==> src/rtl/mdio_pkg.sv <==
package mdio_pkg;
  localparam int REG_W      = 32;
  localparam int PHY_W      = 5;
  localparam int DATA_W     = 16;
  localparam int PRE_BITS   = 32;
  localparam int DIV_W      = 3;
  localparam int PHY_LSB    = 8;
  localparam int RST_BIT    = 31;
  localparam int FRAME_BITS = PRE_BITS + 2 + 2 + 2 * PHY_W + 2 + DATA_W;
  localparam int TA_POS     = PRE_BITS + 4 + 2 * PHY_W;
  localparam int DATA_POS   = TA_POS + 2;
  localparam int CNT_W      = $clog2(FRAME_BITS + 1);
  localparam logic [DIV_W-1:0] DIV_RST = '1;

  typedef enum logic [2:0] {
    RI_CFG  = 3'd0,
    RI_ADDR = 3'd1,
    RI_CTRL = 3'd2,
    RI_CMD  = 3'd3,
    RI_IND  = 3'd4,
    RI_STAT = 3'd5
  } reg_idx_e;
endpackage

==> src/rtl/mdio_clkgen.sv <==
module mdio_clkgen
  import mdio_pkg::*;
(
  input  logic             clk,
  input  logic             rst_n,
  input  logic             clr,
  input  logic [DIV_W-1:0] div,
  output logic             mdc,
  output logic             rise_stb,
  output logic             fall_stb
);
  logic [DIV_W-1:0] cnt_q, cnt_d;
  logic             mdc_q, mdc_d;
  logic             tick;

  assign tick     = (cnt_q >= div);
  assign rise_stb = tick & ~mdc_q & ~clr;
  assign fall_stb = tick &  mdc_q & ~clr;
  assign mdc      = mdc_q;

  always_comb begin
    cnt_d = cnt_q;
    mdc_d = mdc_q;
    if (clr) begin
      cnt_d = '0;
      mdc_d = 1'b0;
    end else if (tick) begin
      cnt_d = '0;
      mdc_d = ~mdc_q;
    end else begin
      cnt_d = cnt_q + 1'b1;
    end
  end

  always_ff @(posedge clk or negedge rst_n) begin
    if (!rst_n) begin
      cnt_q <= '0;
      mdc_q <= 1'b0;
    end else begin
      cnt_q <= cnt_d;
      mdc_q <= mdc_d;
    end
  end
endmodule

==> src/rtl/mdio_frame_eng.sv <==
module mdio_frame_eng
  import mdio_pkg::*;
(
  input  logic              clk,
  input  logic              rst_n,
  input  logic              clr,
  input  logic              start_wr,
  input  logic              start_rd,
  input  logic [PHY_W-1:0]  phy,
  input  logic [PHY_W-1:0]  regn,
  input  logic [DATA_W-1:0] wdata,
  input  logic              rise_stb,
  input  logic              fall_stb,
  input  logic              mdio_i,
  output logic              busy,
  output logic              nv,
  output logic              mdio_o,
  output logic              mdio_oe,
  output logic [DATA_W-1:0] rd_data
);
  localparam logic [CNT_W-1:0] CNT_END  = CNT_W'(FRAME_BITS);
  localparam logic [CNT_W-1:0] CNT_TA   = CNT_W'(TA_POS);
  localparam logic [CNT_W-1:0] CNT_DATA = CNT_W'(DATA_POS);

  logic [FRAME_BITS-1:0] sh_q, sh_d;
  logic [CNT_W-1:0]      cnt_q, cnt_d;
  logic [DATA_W-1:0]     rx_q, rx_d, res_q, res_d;
  logic                  busy_q, busy_d, nv_q, nv_d, rd_q, rd_d, o_q, o_d, oe_q, oe_d;

  always_comb begin
    sh_d   = sh_q;
    cnt_d  = cnt_q;
    rx_d   = rx_q;
    res_d  = res_q;
    busy_d = busy_q;
    nv_d   = nv_q;
    rd_d   = rd_q;
    o_d    = o_q;
    oe_d   = oe_q;
    if (clr) begin
      busy_d = 1'b0;
      nv_d   = 1'b0;
      oe_d   = 1'b0;
      cnt_d  = '0;
    end else if (!busy_q) begin
      if (start_wr || start_rd) begin
        busy_d = 1'b1;
        nv_d   = start_rd;
        rd_d   = start_rd;
        cnt_d  = '0;
        sh_d   = {{PRE_BITS{1'b1}}, 2'b01, (start_rd ? 2'b10 : 2'b01), phy, regn,
                  (start_rd ? 2'b11 : 2'b10), (start_rd ? {DATA_W{1'b1}} : wdata)};
      end
    end else if (fall_stb) begin
      if (cnt_q == CNT_END) begin
        busy_d = 1'b0;
        nv_d   = 1'b0;
        oe_d   = 1'b0;
        if (rd_q) res_d = rx_q;
      end else begin
        o_d   = sh_q[FRAME_BITS-1];
        sh_d  = {sh_q[FRAME_BITS-2:0], 1'b1};
        oe_d  = !(rd_q && (cnt_q >= CNT_TA));
        cnt_d = cnt_q + 1'b1;
      end
    end else if (rise_stb && rd_q && (cnt_q > CNT_DATA)) begin
      rx_d = {rx_q[DATA_W-2:0], mdio_i};
    end
  end

  always_ff @(posedge clk or negedge rst_n) begin
    if (!rst_n) begin
      sh_q   <= '1;
      cnt_q  <= '0;
      rx_q   <= '0;
      res_q  <= '0;
      busy_q <= 1'b0;
      nv_q   <= 1'b0;
      rd_q   <= 1'b0;
      o_q    <= 1'b1;
      oe_q   <= 1'b0;
    end else begin
      sh_q   <= sh_d;
      cnt_q  <= cnt_d;
      rx_q   <= rx_d;
      res_q  <= res_d;
      busy_q <= busy_d;
      nv_q   <= nv_d;
      rd_q   <= rd_d;
      o_q    <= o_d;
      oe_q   <= oe_d;
    end
  end

  assign busy    = busy_q;
  assign nv      = nv_q;
  assign mdio_o  = o_q;
  assign mdio_oe = oe_q;
  assign rd_data = res_q;
endmodule

==> src/rtl/mdio_master.sv <==
module mdio_master
  import mdio_pkg::*;
(
  input  logic             clk,
  input  logic             rst_n,
  input  logic             reg_wr,
  input  logic [2:0]       reg_idx,
  input  logic [REG_W-1:0] reg_wdata,
  output logic [REG_W-1:0] reg_rdata,
  output logic             mdc,
  output logic             mdio_o,
  output logic             mdio_oe,
  input  logic             mdio_i
);
  logic [1:0]        rst_sync_q;
  logic              rst_sync_n;
  logic [DIV_W-1:0]  div_q, div_d;
  logic [PHY_W-1:0]  phy_q, phy_d, regn_q, regn_d;
  logic [DATA_W-1:0] ctrl_q, ctrl_d, rd_data;
  logic              cmd_q, cmd_d;
  logic              busy, nv, rise_stb, fall_stb;
  logic              soft_clr, start_wr, start_rd;
  logic              unused_wdata;

  always_ff @(posedge clk or negedge rst_n) begin
    if (!rst_n) rst_sync_q <= '0;
    else        rst_sync_q <= {rst_sync_q[0], 1'b1};
  end
  assign rst_sync_n = rst_sync_q[1];

  assign soft_clr = reg_wr && (reg_idx == RI_CFG) && reg_wdata[RST_BIT];
  assign start_wr = reg_wr && (reg_idx == RI_CTRL) && !busy;
  assign start_rd = reg_wr && (reg_idx == RI_CMD) && reg_wdata[0] && !cmd_q && !busy;
  assign unused_wdata = ^{reg_wdata[RST_BIT-1:DATA_W]};

  always_comb begin
    div_d  = div_q;
    phy_d  = phy_q;
    regn_d = regn_q;
    ctrl_d = ctrl_q;
    cmd_d  = cmd_q;
    if (soft_clr) begin
      cmd_d = 1'b0;
    end else if (reg_wr) begin
      unique case (reg_idx)
        RI_CFG:  div_d = reg_wdata[DIV_W-1:0];
        RI_ADDR: begin
          phy_d  = reg_wdata[PHY_LSB +: PHY_W];
          regn_d = reg_wdata[0 +: PHY_W];
        end
        RI_CTRL: if (!busy) ctrl_d = reg_wdata[DATA_W-1:0];
        RI_CMD:  cmd_d = reg_wdata[0];
        default: ;
      endcase
    end
  end

  always_ff @(posedge clk or negedge rst_sync_n) begin
    if (!rst_sync_n) begin
      div_q  <= DIV_RST;
      phy_q  <= '0;
      regn_q <= '0;
      ctrl_q <= '0;
      cmd_q  <= 1'b0;
    end else begin
      div_q  <= div_d;
      phy_q  <= phy_d;
      regn_q <= regn_d;
      ctrl_q <= ctrl_d;
      cmd_q  <= cmd_d;
    end
  end

  always_comb begin
    reg_rdata = '0;
    case (reg_idx)
      RI_CFG:  reg_rdata[DIV_W-1:0] = div_q;
      RI_ADDR: begin
        reg_rdata[PHY_LSB +: PHY_W] = phy_q;
        reg_rdata[0 +: PHY_W]       = regn_q;
      end
      RI_CTRL: reg_rdata[DATA_W-1:0] = ctrl_q;
      RI_CMD:  reg_rdata[0] = cmd_q;
      RI_IND:  reg_rdata[1:0] = {nv, busy};
      RI_STAT: reg_rdata[DATA_W-1:0] = rd_data;
      default: reg_rdata = '0;
    endcase
  end

  mdio_clkgen u_clkgen (
    .clk      (clk),
    .rst_n    (rst_sync_n),
    .clr      (soft_clr),
    .div      (div_q),
    .mdc      (mdc),
    .rise_stb (rise_stb),
    .fall_stb (fall_stb)
  );

  mdio_frame_eng u_eng (
    .clk      (clk),
    .rst_n    (rst_sync_n),
    .clr      (soft_clr),
    .start_wr (start_wr),
    .start_rd (start_rd),
    .phy      (phy_q),
    .regn     (regn_q),
    .wdata    (reg_wdata[DATA_W-1:0]),
    .rise_stb (rise_stb),
    .fall_stb (fall_stb),
    .mdio_i   (mdio_i),
    .busy     (busy),
    .nv       (nv),
    .mdio_o   (mdio_o),
    .mdio_oe  (mdio_oe),
    .rd_data  (rd_data)
  );
endmodule

==> config.mk <==
export PLATFORM = sky130hd
export DESIGN_NAME = mdio_master
export DESIGN_NICKNAME = d
export VERILOG_FILES = /design/src/rtl/mdio_pkg.sv /design/src/rtl/mdio_clkgen.sv /design/src/rtl/mdio_frame_eng.sv /design/src/rtl/mdio_master.sv
export SDC_FILE = /design/constraint.sdc
export NUM_CORES = 1
export LEC_CHECK = 0
export ABC_AREA = 1
export BUFFER_PORTS_ARGS = -buffer_cell sky130_fd_sc_hd__buf_2
export CAP_MARGIN = 20
export CORE_UTILIZATION = 28
export DETAILED_ROUTE_END_ITERATION = 7
export GPL_TIMING_DRIVEN = 0
export SYNTH_ARGS = -nofsm -noshare
export SYNTH_HDL_FRONTEND = slang
export SYNTH_HIERARCHICAL = 1
export SYNTH_SLANG_ARGS = --single-unit
==> constraint.sdc <==
create_clock -name clk -period 4.15 [get_ports clk]
set_clock_uncertainty 0.05 [all_clocks]
set_input_delay 0.83 -clock clk [delete_from_list [all_inputs] [get_ports clk]]
set_output_delay 0.83 -clock clk [all_outputs]
set_load 0.02 [all_outputs]
==> impl_metrics.ini <==
[run_status]
status = complete, no violations

[yosys]
synth-async-reset-ratio_pct = 100
synth.top_cell.area_share_pct = 27.7
synth_top_cell_by_area = dfrtp_1
synth_most_common_cell = nand2_1
synthFlopType = dfrtp_1
synth.area.mux_share_pct = 1.31
synth_area_um2 = 6880
synth_edf_count = 0
synth_cell_type_count = 38
avgSynthCellArea_um2 = 8.73
ys.warnings.count = 6
synth.area.top_cells = dfrtp_1 28%, dfstp_2 26%, nand2_1 12%, o21ai_0 4.6%, inv_1 4.0%
synth_top_family_by_area = simple AND/OR/NAND/NOR gates
synth_simple_gate_area_share_pct = 22.2
synthTopCellsByCount = 220 x nand2_1, 76 x dfrtp_1, 73 x inv_1
synth_seq_area_share_pct = 53.6
syn-instance-count = 788
synth_compound_area_share_pct = 11.3
synth_xor_area_share_pct = 0.382
synthAdderAreaFrac_pct = 1.27
synth_seq_cells = 144

[clock_tree]
clockBufferDepth = 2
cts-htree-levels = 4
clk_latency_ps = 420
post_cts_buffers = 0
cts-root-buf = clkbuf_16
clock-sinks = 144
cts_tree = yes
clk_pin_slew_worst_paths_ps = 60
cts_resized = 0
cts_hold_buf = 0
numCtsBuffers = 17

[placed_design]
gp_congestion = 0.837
place_hpwl_mm = 11.7
port_buffers = 39

[detailed_routing]
drt-initial-drc-count = 381
viasPerCell = 4.39
detail-route-antenna-nets = 0
drc_errors = 0
routed_wl_mm = 15.7
wire_per_inst_um = 13.2
num_vias = 5249
drtPass1Iterations = 5

[flow_run]
cap_violations = 0

[critical_path]
required_ps = 4410
rr_worst_depth = 13
path_max_fanout = 10
cp.arrival_ps = 3250
ff2ff_setup_slack_ps = 1570
timing.rr.start = div_q[2]$_DFFE_PN1P_
endpoint_kind = flip-flop
worstSetupPathType = primary input to flip-flop
r2r_end = u_eng/rx_q[11]$_DFFE_PN0P_
cp-start-kind = primary input

[power_and_ir_drop]
p_clk_share_pct = 30.7
power_mw = 5.09
peakVddDrop_mv = 0.287
leakage_nw = 4.16
netSwitchingFraction_pct = 33.5
power.internal_mw = 3.38
power_frac_comb_pct = 28.0
power_frac_seq_pct = 41.3
p_switching_mw = 1.70
p_per_area_nw_per_um2 = 620

[global_routing]
antenna_found_initial = 0
grt_max_degree = 68
globalRouteMet3Util_pct = 2.56
use_met2_pct = 20.5
met1_usage_pct = 17.0
grt_pass1_vias = 4924
grtUsageTotal_pct = 12.9
globalRouteOverflowTotal = 0
grt_pass1_wl_mm = 25.7
busiest_layer = met2

[sta]
fmax_ghz = 0.335
slew_headroom_pct = 57.9
period_minus_slack_ps = 2990
finalMaxSlewViolations = 0
tns_ps = 0
post-route-period-util_pct = 72.0
hold_viol = 0
hold_ws_ps = 133
tightestPinTransition_ps = 629
rsz0062_at_grt = false
setup_violations = 0

[layout]
antenna_cells = 0
drive_above_1_share_pct = 25.0
area.sequential_um2 = 3690
fin_nets = 909
fillCellCount = 2422
multi_input_area_um2 = 2570
area_growth_pct = 19.3

[min_path]
holdCritPathClass = primary input to async pin

[floorplanning]
core_area_um2 = 23800
initial_core_util_pct = 29.0
die_w_um = 159
rows = 56
die-area_um2 = 25200
die_h_um = 159
pin_count = 74
==> layer usage <==
metal | up-vias | wire length (um)
met2 | 98 | 7360
li1 | 2656 | -
met5 | - | 0
met1 | 2475 | 7480
met4 | 0 | 280
met3 | 20 | 607
==> power groups by stage <==
stage | sequential, mW | clock, mW | combinational (mW)
after floorplan | 2.09 | 0 | 1.06
after global placement | 2.13 | 0 | 1.38
after detailed placement | 2.11 | 0 | 1.44
after CTS | 2.10 | 1.60 | 1.44
after global routing | 2.15 | 1.66 | 1.61
final | 2.10 | 1.56 | 1.43
==> cell usage in the layout (no fill, tap or decap), drive strengths merged <==
cell	netlist	final
a21oi	39	39
buf	44	85
bufinv	0	1
clkbuf	8	35
clkinv	2	3
clkinvlp	0	1
conb	2	17
dfrtp	76	76
dfstp	68	68
ha	7	7
inv	79	81
mux2i	9	9
nand2	226	226
nand3	45	45
nand3b	1	1
nand4	10	10
nor2	61	61
nor3	6	6
o211ai	1	1
o21ai	83	83
o21bai	2	2
o22ai	16	16
xnor2	2	2
xor2	1	1
==> through the flow <==
stage               cell area [um2]  util [%]  std cells  setup WS (ps)
global placement               7530      31.7       1161            696
floorplan                      6940         -        803           1230
finish                         8210      34.5       1195           1160
CTS                            8210      34.5       1195           1120
global route                   8210      34.5       1195            947
detailed placement             7590      31.9       1163            683
==> sequential cells by signal, indices dropped and copies added, names as in the netlist <==
name and count:
u_eng/mdio_oe 1, regn_q 5, u_eng/nv 1, div_q 3, u_eng/rd_data 16, rst_sync_q 2, u_eng/rx_q 16, u_eng/cnt_q 7
u_eng/busy 1, u_clkgen/cnt_q 3, phy_q 5, ctrl_q 16, u_eng/sh_q 64, cmd_q 1, u_eng/mdio_o 1, u_eng/rd_q 1
u_clkgen/mdc 1
==> cell families (layout without fill, tap and decap cells) <==
kind of cell | count (synthesis) | after routing
adders and majority gates | 7 | 7
DFF | 144 | 144
buffers and inverters | 133 | 206
other | 2 | 17
muxes | 9 | 9
and+or+nand+nor | 349 | 349
AOI/OAI and AO/OA | 141 | 141
xor gates and xnor gates | 3 | 3
==> worst max-delay path: stages <==
cell,delay (ps)
buf_4,160
nor2_1,170
nand3_1,90
nor2_1,490
inv_1,210
nand2_1,110
nor2_1,70
inv_2,140
nand3_4,100
nor3_4,440
nand2_4,140
buf_6,170
nand2_1,60
nand2_1,50
==> area by class of cell <==
cell class / instances / area share [%]
multi-input combinational: 526 / 31.3
buffer: 52 / 4.54
sequential: 144 / 45.0
clock buffer: 27 / 6.79
clock inverter: 5 / 0.747
inverter: 81 / 3.74
tap: 319 / 4.86
timing repair buffer: 41 / 3.05
==> how the worst max path moves through the flow <==
stage / startpoint / endpoint / slack, ps
floorplan: reg_idx[0] / u_eng/rx_q[10]$_DFFE_PN0P_ / 1230
global placement: reg_idx[0] / u_eng/rx_q[7]$_DFFE_PN0P_ / 700
detailed placement: reg_idx[0] / u_eng/rx_q[11]$_DFFE_PN0P_ / 680
CTS: reg_idx[0] / u_eng/rx_q[11]$_DFFE_PN0P_ / 1120
global route: reg_idx[0] / u_eng/rx_q[11]$_DFFE_PN0P_ / 950
finish: reg_idx[0] / u_eng/rx_q[11]$_DFFE_PN0P_ / 1160
Power figures use the tool's default switching activity.
